<file path="src/rtl/lin_filt_pkg.sv">
package lin_filt_pkg;
  localparam int LIN_ID_W  = 6;
  localparam int LIN_DFL_W = 3;
  localparam int CFG_W     = LIN_ID_W + LIN_DFL_W + 2;

  typedef enum logic [1:0] {
    SEL_CFG  = 2'd0,
    SEL_EN   = 2'd1,
    SEL_MODE = 2'd2,
    SEL_NONE = 2'd3
  } wsel_e;

  typedef struct packed {
    logic                 csum;
    logic                 dir;
    logic [LIN_DFL_W-1:0] dfl;
    logic [LIN_ID_W-1:0]  id;
  } filt_cfg_t;

  // identifier equal on every bit that the care mask selects
  function automatic logic id_agrees(input logic [LIN_ID_W-1:0] rx_id,
                                     input logic [LIN_ID_W-1:0] ref_id,
                                     input logic [LIN_ID_W-1:0] care);
    return ((rx_id ^ ref_id) & care) == '0;
  endfunction
endpackage

</file>
<file path="src/rtl/lin_filt_regs.sv">
module lin_filt_regs
  import lin_filt_pkg::*;
#(
  parameter int NF    = 8,
  parameter int IDX_W = $clog2(NF),
  parameter int NP    = NF / 2
) (
  input  logic                 clk,
  input  logic                 rst_n,
  input  logic                 wr_en,
  input  logic [1:0]           wr_sel,
  input  logic [IDX_W-1:0]     wr_idx,
  input  logic [CFG_W-1:0]     wr_data,
  output filt_cfg_t [NF-1:0]   cfg_q,
  output logic [NF-1:0]        en_q,
  output logic [NP-1:0]        mode_q,
  output logic                 wr_err
);
  logic [NF-1:0] lock;
  logic [NF-1:0] cfg_req;
  logic          cfg_sel;

  assign cfg_sel = wr_en && (wr_sel == SEL_CFG);

  for (genvar i = 0; i < NF; i++) begin : g_lock
    if (i % 2 == 1) begin : g_odd
      assign lock[i] = en_q[i] | (mode_q[i/2] & en_q[i-1]);
    end else begin : g_even
      assign lock[i] = en_q[i];
    end
    assign cfg_req[i] = cfg_sel && (wr_idx == IDX_W'(i));

    // a locked filter keeps its configuration
    assert_locked_hold_R11: assert property (@(posedge clk) disable iff (!rst_n)
      (cfg_req[i] && lock[i]) |=> $stable(cfg_q[i]));
  end

  always_ff @(posedge clk) begin
    if (!rst_n) begin
      cfg_q  <= '0;
      en_q   <= '0;
      mode_q <= '0;
      wr_err <= 1'b0;
    end else begin
      wr_err <= cfg_sel && lock[wr_idx];
      for (int i = 0; i < NF; i++) begin
        if (cfg_req[i] && !lock[i]) cfg_q[i] <= filt_cfg_t'(wr_data);
      end
      if (wr_en && wr_sel == SEL_EN)   en_q   <= wr_data[NF-1:0];
      if (wr_en && wr_sel == SEL_MODE) mode_q <= wr_data[NP-1:0];
    end
  end

  assert_err_cause_R11: assert property (@(posedge clk) disable iff (!rst_n)
    wr_err |-> $past(cfg_sel));
endmodule

</file>
<file path="src/rtl/lin_filt_match.sv">
module lin_filt_match
  import lin_filt_pkg::*;
#(
  parameter int NF = 8,
  parameter int NP = NF / 2
) (
  input  logic                clk,
  input  logic                rst_n,
  input  logic [LIN_ID_W-1:0] id_in,
  input  filt_cfg_t [NF-1:0]  cfg_q,
  input  logic [NF-1:0]       en_q,
  input  logic [NP-1:0]       mode_q,
  output logic [NF-1:0]       match_vec,
  output logic [NF-1:0]       act_vec
);
  for (genvar p = 0; p < NP; p++) begin : g_pair
    logic [LIN_ID_W-1:0] care_even;
    assign care_even = mode_q[p] ? cfg_q[2*p+1].id : {LIN_ID_W{1'b1}};

    assign act_vec[2*p]   = en_q[2*p];
    assign act_vec[2*p+1] = en_q[2*p+1] & ~mode_q[p];

    assign match_vec[2*p]   = act_vec[2*p] &
                              id_agrees(id_in, cfg_q[2*p].id, care_even);
    assign match_vec[2*p+1] = act_vec[2*p+1] &
                              id_agrees(id_in, cfg_q[2*p+1].id, {LIN_ID_W{1'b1}});

    // the mask half of a pair never hits by itself
    assert_mask_silent_R4: assert property (@(posedge clk) disable iff (!rst_n)
      mode_q[p] |-> !match_vec[2*p+1]);
  end
endmodule

</file>
<file path="src/rtl/lin_filt_result.sv">
module lin_filt_result
  import lin_filt_pkg::*;
#(
  parameter int NF    = 8,
  parameter int IDX_W = $clog2(NF)
) (
  input  logic                 clk,
  input  logic                 rst_n,
  input  logic                 id_valid,
  input  logic [NF-1:0]        match_vec,
  input  logic [NF-1:0]        act_vec,
  input  filt_cfg_t [NF-1:0]   cfg_q,
  output logic                 hit,
  output logic [IDX_W-1:0]     hit_idx,
  output logic                 hit_dir,
  output logic [LIN_DFL_W-1:0] hit_dfl,
  output logic                 hit_csum,
  output logic                 rx_irq
);
  logic             none_active;
  logic             any_match;
  logic [IDX_W-1:0] win_idx;
  filt_cfg_t        win_cfg;
  logic             irq_next;

  assign none_active = (act_vec == '0);
  assign any_match   = |match_vec;

  always_comb begin
    win_idx = '0;
    for (int i = NF - 1; i >= 0; i--) begin
      if (match_vec[i]) win_idx = IDX_W'(i);
    end
  end

  assign win_cfg  = cfg_q[win_idx];
  assign irq_next = id_valid && (none_active || (any_match && !win_cfg.dir));

  always_ff @(posedge clk) begin
    if (!rst_n) begin
      hit      <= 1'b0;
      hit_idx  <= '0;
      hit_dir  <= 1'b0;
      hit_dfl  <= '0;
      hit_csum <= 1'b0;
      rx_irq   <= 1'b0;
    end else begin
      hit      <= id_valid && any_match;
      rx_irq   <= irq_next;
      if (id_valid && any_match) begin
        hit_idx  <= win_idx;
        hit_dir  <= win_cfg.dir;
        hit_dfl  <= win_cfg.dfl;
        hit_csum <= win_cfg.csum;
      end else begin
        hit_idx  <= '0;
        hit_dir  <= 1'b0;
        hit_dfl  <= '0;
        hit_csum <= 1'b0;
      end
    end
  end

  assert_hit_follows_valid_R7: assert property (@(posedge clk) disable iff (!rst_n)
    hit |-> $past(id_valid));
  assert_idle_accept_R8: assert property (@(posedge clk) disable iff (!rst_n)
    (id_valid && none_active) |=> (rx_irq && !hit));
  assert_miss_silent_R9: assert property (@(posedge clk) disable iff (!rst_n)
    (id_valid && !none_active && !any_match) |=> (!rx_irq && !hit));
  assert_tx_no_irq_R10: assert property (@(posedge clk) disable iff (!rst_n)
    (hit && hit_dir) |-> !rx_irq);
  assert_win_lowest_R6: assert property (@(posedge clk) disable iff (!rst_n)
    (id_valid && any_match) |-> match_vec[win_idx] &&
      ((match_vec & ((NF'(1) << win_idx) - NF'(1))) == '0));
endmodule

</file>
<file path="src/rtl/lin_id_filter_bank.sv">
module lin_id_filter_bank
  import lin_filt_pkg::*;
#(
  parameter int NF    = 8,
  parameter int IDX_W = $clog2(NF),
  parameter int NP    = NF / 2
) (
  input  logic                 clk,
  input  logic                 rst_n,
  input  logic                 wr_en,
  input  logic [1:0]           wr_sel,
  input  logic [IDX_W-1:0]     wr_idx,
  input  logic [CFG_W-1:0]     wr_data,
  input  logic                 id_valid,
  input  logic [LIN_ID_W-1:0]  id_in,
  output logic                 hit,
  output logic [IDX_W-1:0]     hit_idx,
  output logic                 hit_dir,
  output logic [LIN_DFL_W-1:0] hit_dfl,
  output logic                 hit_csum,
  output logic                 rx_irq,
  output logic                 wr_err
);
  filt_cfg_t [NF-1:0] cfg_q;
  logic [NF-1:0]      en_q;
  logic [NP-1:0]      mode_q;
  logic [NF-1:0]      match_vec;
  logic [NF-1:0]      act_vec;

  lin_filt_regs #(.NF(NF), .IDX_W(IDX_W), .NP(NP)) u_regs (
    .clk(clk), .rst_n(rst_n), .wr_en(wr_en), .wr_sel(wr_sel),
    .wr_idx(wr_idx), .wr_data(wr_data), .cfg_q(cfg_q), .en_q(en_q),
    .mode_q(mode_q), .wr_err(wr_err)
  );

  lin_filt_match #(.NF(NF), .NP(NP)) u_match (
    .clk(clk), .rst_n(rst_n), .id_in(id_in), .cfg_q(cfg_q), .en_q(en_q),
    .mode_q(mode_q), .match_vec(match_vec), .act_vec(act_vec)
  );

  lin_filt_result #(.NF(NF), .IDX_W(IDX_W)) u_result (
    .clk(clk), .rst_n(rst_n), .id_valid(id_valid), .match_vec(match_vec),
    .act_vec(act_vec), .cfg_q(cfg_q), .hit(hit), .hit_idx(hit_idx),
    .hit_dir(hit_dir), .hit_dfl(hit_dfl), .hit_csum(hit_csum), .rx_irq(rx_irq)
  );
endmodule

</file>
<file path="config.mk">
export PLATFORM = sky130hd
export DESIGN_NAME = lin_id_filter_bank
export DESIGN_NICKNAME = d
export VERILOG_FILES = /design/src/rtl/lin_filt_pkg.sv /design/src/rtl/lin_filt_regs.sv /design/src/rtl/lin_filt_match.sv /design/src/rtl/lin_filt_result.sv /design/src/rtl/lin_id_filter_bank.sv
export SDC_FILE = /design/constraint.sdc
export NUM_CORES = 1
export LEC_CHECK = 0
export ABC_AREA = 1
export BUFFER_PORTS_ARGS = -buffer_cell sky130_fd_sc_hd__buf_2
export CORE_UTILIZATION = 45
export DETAILED_ROUTE_END_ITERATION = 16
export PLACE_DENSITY = 0.74
export REMOVE_ABC_BUFFERS = 1
export SLEW_MARGIN = 40
export SYNTH_ARGS = -nofsm -noshare
export SYNTH_HDL_FRONTEND = slang
export SYNTH_HIERARCHICAL = 1
export SYNTH_SLANG_ARGS = --single-unit
</file>
<file path="constraint.sdc">
create_clock -name clk -period 1.68 [get_ports clk]
set_input_delay 0.084 -clock clk [delete_from_list [all_inputs] [get_ports clk]]
set_output_delay 0.084 -clock clk [all_outputs]
set_load 0.05 [all_outputs]
</file>
Yosys cells after proc, flatten, opt, wreduce, memory -nomap -nowiden

Cells that the tools add are included.

Logic and storage cells: 150
Register bits after elaboration: 111
Output and inout port bits: 11

Mux-type cells: 16
Bitwise operators: 36
Reduce and logical (&&, ||, !) cells: 46
Eq/ne operators: 9
$lt $le $gt $ge: 2

Operators by type and width:

| operator             | number |
|---|---|
| $logic_not A6 Y1     | 8 |
| $xor A6 B6 Y6        | 8 |
| $bmux W11 S3         | 1 |
| $and A6 B6 Y6        | 4 |
| $mux W3              | 8 |
| $mux W6              | 4 |
| $logic_and A1 B1 Y1  | 23 |
| $and A1 B1 Y1        | 16 |
| $eq A3 B3 Y1 const B | 4 |
| $mux W11             | 1 |
| $logic_not A1 Y1     | 9 |
| $logic_not A8 Y1     | 1 |
| $lt A3 B4 Y1 const B | 2 |
| $reduce_or A8 Y1     | 1 |
| $eq A3 B2 Y1 const B | 2 |
| $not A1 Y1           | 4 |
| $or A1 B1 Y1         | 4 |
| $bmux W1 S3          | 1 |
| $eq A3 B1 Y1 const B | 1 |
| $logic_not A3 Y1     | 1 |
| $eq A2 B1 Y1 const B | 1 |
| $eq A2 B2 Y1 const B | 1 |
| $logic_not A2 Y1     | 1 |
| $reduce_and A2 Y1    | 1 |
| other kinds (2)      | 2 |

Depth between registers and ports, before layout

Word-level depth: 17
Gate-level depth with buffers: 22
Mapped depth without buffers: 20

Hierarchy

Netlist, hierarchy kept.

By module, submodules not included:

| module          | times used | sequential area each (µm²) | cells each | area each (µm²) |
|---|---|---|---|---|
| lin_filt_regs   | 1          | 2,021.9                    | 511        | 3,831.2 |
| lin_filt_match  | 1          | 0.0                        | 250        | 1,111.1 |
| lin_filt_result | 1          | 200.2                      | 134        | 892.1 |

Worst setup path after synthesis

OpenSTA, ideal clock, no wires.

Path type: register to register
Start point: reg u_regs.mode_q[2]
End point: reg u_result.hit_dfl[0]
Required time: 1,568 ps
Arrival time: 1,627 ps
Cell stages (with the launch flop): 18
Setup slack: -60 ps
Library setup time: 112 ps
Buffers on the path: 1
Clock period less this slack: 1,740 ps
Path through: dfxtp_1 > inv_1 > nand2_1 > a21oi_1 > nand3b_1 > nor2_1 > inv_1 > nand2_1 > nand2_1 > nand2_1 > nand2_2 > nand2_4 > nand2_8 > buf_2 > o21ai_1 > nand2_1 > nand2_1 > nand2_1

Word-level cells in the longest chain between the ends: 11
Elaborated cells between the ends (all ways): 18
Classes of those cells: 9 x mux; 5 x bitwise; 4 x reduce/logical

Ends and longest elaborated chain:

| element                        | line                     | RTL |
|---|---|---|
| start, declared                | lin_filt_regs.sv:16      | `output logic [NP-1:0] mode_q,` |
| start signal, assigned         | lin_filt_regs.sv:50      | `if (wr_en && wr_sel == SEL_MODE) mode_q <= wr_data[NP-1:0];` |
| $not A1 Y1 (*)                 | lin_filt_match.sv:21     | `assign act_vec[2*p+1] = en_q[2*p+1] & ~mode_q[p];` |
| $and A1 B1 Y1 (*)              | lin_filt_match.sv:21     |  |
| $and A1 B1 Y1 (*)              | lin_filt_match.sv:25     | `assign match_vec[2*p+1] = act_vec[2*p+1] &` |
| net match_vec[5]               | lin_id_filter_bank.sv:27 | `logic [NF-1:0] match_vec;` |
| $mux W3 (6 in series)          | lin_filt_result.sv:32    | `if (match_vec[i]) win_idx = IDX_W'(i);` |
| $bmux W11 S3                   | lin_filt_result.sv:36    | `assign win_cfg = cfg_q[win_idx];` |
| $mux W11 (implied by the code) | lin_filt_result.sv:36    |  |
| end signal, assigned           | lin_filt_result.sv:53    | `hit_dfl <= win_cfg.dfl;` |
| end, declared                  | lin_filt_result.sv:16    | `output logic [LIN_DFL_W-1:0] hit_dfl,` |

Mark *: on every way through the listed nets, which the timed path passes. The rest lies on a longest branch. The select of a mux whose other input is x is not followed.
A chain may end at the register's enable or synchronous reset.

Worst setup path in the final report

Start point: reg u_regs/cfg_q[59] (netlist name)
End point: reg u_result.rx_irq

Word-level cells in the longest chain between the ends: 15
Elaborated cells between the ends (all ways): 20
Classes of those cells: 9 x mux; 4 x bitwise; 7 x reduce/logical

Ends and longest elaborated chain:

| element                        | line                     | RTL |
|---|---|---|
| $xor A6 B6 Y6 (*)              | lin_filt_pkg.sv:24       | `return ((rx_id ^ ref_id) & care) == '0;` |
| $logic_not A6 Y1 (*)           | lin_filt_pkg.sv:24       |  |
| $and A1 B1 Y1 (*)              | lin_filt_match.sv:25     |  |
| net match_vec[5]               | lin_id_filter_bank.sv:27 |  |
| $mux W3 (6 in series)          | lin_filt_result.sv:32    |  |
| $bmux W11 S3                   | lin_filt_result.sv:36    |  |
| $mux W11 (implied by the code) | lin_filt_result.sv:36    |  |
| $logic_not A1 Y1               | lin_filt_result.sv:37    | `assign irq_next = id_valid && (none_active \|\| (any_match && !win_cfg.dir));` |
| $logic_and A1 B1 Y1 (*)        | lin_filt_result.sv:37    |  |
| $logic_or A1 B1 Y1 (*)         | lin_filt_result.sv:37    |  |
| $logic_and A1 B1 Y1 (*)        | lin_filt_result.sv:37    |  |
| end signal, assigned           | lin_filt_result.sv:49    | `rx_irq <= irq_next;` |
| end, declared                  | lin_filt_result.sv:18    | `output logic rx_irq` |

Marks and branches as above.

==> reports/metrics.yaml <==
outcome: "finished with violations"
failed_checks: "setup timing"
die_w_um: 116
synth-simple-area-share_pct: 33.6
avgSynthCellArea_um2: 6.52
critPathArrivalTime_ns: 2.21
grt_usage_pct: 25.8
row_count: 41
initial_core_util_pct: 46.2
critPathKind: "flop to flop"
cts.htree.levels: 3
post-route-period-util_pct: 116
rsz0062_at_grt: "yes"
synth_xor_area_share_pct: 0.901
rr_startpoint: "u_regs/cfg_q[59]"
min_from: "wr_idx[2]"
io_buffers: 36
fin_nets: 971
cp_max_fo: 3
final_cells: 1122
synth-compound-area-share_pct: 14.0
synth_mux_area_share_pct: 0
fmax_ghz: 0.513
drv_slew: 0
whs_endpoint: "u_regs/wr_err"
grt_pass1_wl_um: 26500
syn2layout_area_growth_pct: 17.3
syn_inst: 895
synth_fa_ha_area_share_pct: 0
cts_tree: "built"
cts-hold-fix-buffers: 0
hpwl_um: 11300
core-area_um2: 12600
slew_headroom_pct: 63.9
worstMarginPinSlew_ns: 0.541
syn_area_um2: 5830
hold_ws_ns: 0.0535
maxCapViolations: 0
r2r_end: "u_result/rx_irq"
finalSetupTns_ns: -1.89
cts_buffer_depth: 2
period_minus_slack_ns: 1.95
fin_worst_skew_ns: 0.00693
grt_max_degree: 45
routedWlPerCell_um: 14.6
min_path_cells: 4
io_pins: 37
nFillCells: 1262
hold_path.class: "input pin to flop"
gp_congestion: 0.888
netlist.area_leader.share_pct: 38.1
numCtsBuffers: 9
synth_top_family_by_area: "simple AND/OR/NAND/NOR gates"
p_leak_uw: 0.00285
root_buffer: "clkbuf_16"
crit_path_start_kind: "flop"
drt_first_pass_iters: 5
reg2reg_slack_ns: -0.27
grt-ovfl-total: 0
crit_required_ns: 1.94
worst_slack_ns: -0.269
power.total_uw: 5510
final_antenna_net_count: 0
vias_per_cell: 5.14
drive_gt1_share_pct: 20.6
via_count: 5763
die-area_um2: 13400
worstSkewPairLatency_ns: 0.36
synth_cell_types: 32
end_kind: "flop"
ys_seq_area_share_pct: 38.1
drt_iter0_drc: 480
drt-total-wl_um: 16400
dp_cells: 1100
powerDensity_nw_per_um2: 804
ff2ff_path_depth: 16
drc: 0
hold_violations: 0
synth_largest_area_cell: "dfxtp_1"
utilization_pct: 54.3
ir_drop_v: 0.000397
die_h_um: 116
n_antenna_cell: 0
finalSetupViolations: 10
cts.sinks: 111
antenna_found_initial: 0
synth_seq_cells: 111
path_clk_slew_ns: 0.08
synth_area_leaders: "dfxtp_1 38%, nor2_1 11%, nand2_1 10%, o21ai_0 6.8%, inv_1 6.7%"
grt_pass1_vias: 5428
yosys_warnings: 6
==> state kept, by name, summed over array words and instances, names as in the netlist <==
register / cells
u_regs/wr_err: 1
u_regs/mode_q: 4
u_regs/cfg_q: 88
u_result/hit_dir: 1
u_result/hit_idx: 3
u_result/rx_irq: 1
u_result/hit_dfl: 3
u_result/hit_csum: 1
u_result/hit: 1
u_regs/en_q: 8
==> synth_stat cells <==
cell / count
a21oi_1: 24
a21oi_2: 12
a31oi_2: 1
buf_1: 8
buf_12: 1
buf_2: 11
buf_4: 13
buf_6: 8
clkbuf_1: 11
clkbuf_2: 2
clkinv_2: 2
dfxtp_1: 111
inv_1: 104
inv_2: 10
nand2_1: 161
nand2_2: 3
nand2_4: 2
nand2_8: 1
nand3_1: 43
nand3_2: 5
nand3b_1: 3
nand4_1: 3
nor2_1: 176
nor2_2: 5
nor2_4: 1
nor3_1: 36
nor3_2: 1
nor4_1: 2
o21ai_0: 79
o21ai_1: 37
or2_1: 13
xnor2_1: 6
==> cell families after synthesis <==
group / after synthesis
DFF: 111
AOI/OAI and AO/OA: 153
and+or+nand+nor: 455
buffers and inverters: 170
xor gates and xnor gates: 6
==> what timing repair did <==
action                     4_1_cts  5_1_grt
resized for setup               37       20
pin swaps                       28       11
setup endpoints to repair       21       22
cloned                           3        0
setup buffers                    2        1
hold endpoints to repair         0        0
==> metal layers <==
layer  up-vias  global-route usage (%)  wire, um
met4         0                    12.1       388
met5         -                       0         0
met1      2629                    33.1      7300
li1       2897                       -         -
met2       207                    43.3      7730
met3        30                    3.09       998
==> power breakdown <==
group | internal [uW] | switching, uW | total (uW)
Clock | 1180 | 1050 | 2220
Combinational | 203 | 372 | 574
Sequential | 2670 | 39.6 | 2710
Total | 4050 | 1460 | 5510
==> critical path, cell delays in order (launching register included) <==
cell and delay (ns):
dfxtp_2 0.32, inv_1 0.11, nand2_2 0.07, o21ai_2 0.07, nor2_1 0.05, nand2_1 0.07, nor2_2 0.05, buf_4 0.12
buf_4 0.12, nor3_2 0.21, buf_4 0.17, nor2_2 0.04, inv_1 0.10, buf_4 0.13, nand3_2 0.07, nand3_2 0.07
nand2_1 0.05
==> placed cells by master, fill, tap and decap left out, types with 8 or more instances in the layout <==
master     synthesis  final
a21oi_2           12     14
buf_2             11     36
inv_1            104     99
a21oi_1           24     21
inv_2             10     13
nand3_1           43     33
dfxtp_1          111     99
nand2_2            3      8
nand3_2            5     14
o21ai_0           79     79
nor2_1           176    170
clkbuf_16          0      9
nor2_2             5      9
buf_4             13     51
or2_1             13     13
nor3_1            36     35
o21ai_1           37     35
nand2_1          161    156
dfxtp_2            0      9
==> final cells by class <==
cell class	count	area, um^2	area share, %
clock inverter	7	77.6	1.13
multi-input combinational	617	3030	44.2
sequential	111	2240	32.8
clock buffer	9	225	3.29
inverter	116	444	6.49
timing repair buffer	90	614	8.97
tap	172	215	3.14
==> metrics by stage <==
stage / cell area, um^2 / setup WS [ns]
finish: 6850 / -0.269
CTS: 6770 / -0.237
floorplan: 5490 / -0.346
detailed placement: 6290 / -0.422
global placement: 6290 / -0.367
global route: 6850 / -0.414
==> how the worst max path moves through the flow <==
stage                                start           endpoint
after floorplan           u_regs/mode_q[1]    u_result/rx_irq
after global placement    u_regs/mode_q[3]    u_result/rx_irq
after detailed placement  u_regs/mode_q[3]    u_result/rx_irq
after CTS                 u_regs/cfg_q[78]    u_result/rx_irq
after global routing      u_regs/mode_q[3]  u_result/hit_csum
final                     u_regs/cfg_q[59]    u_result/rx_irq
(Power assumes the default switching activity.)
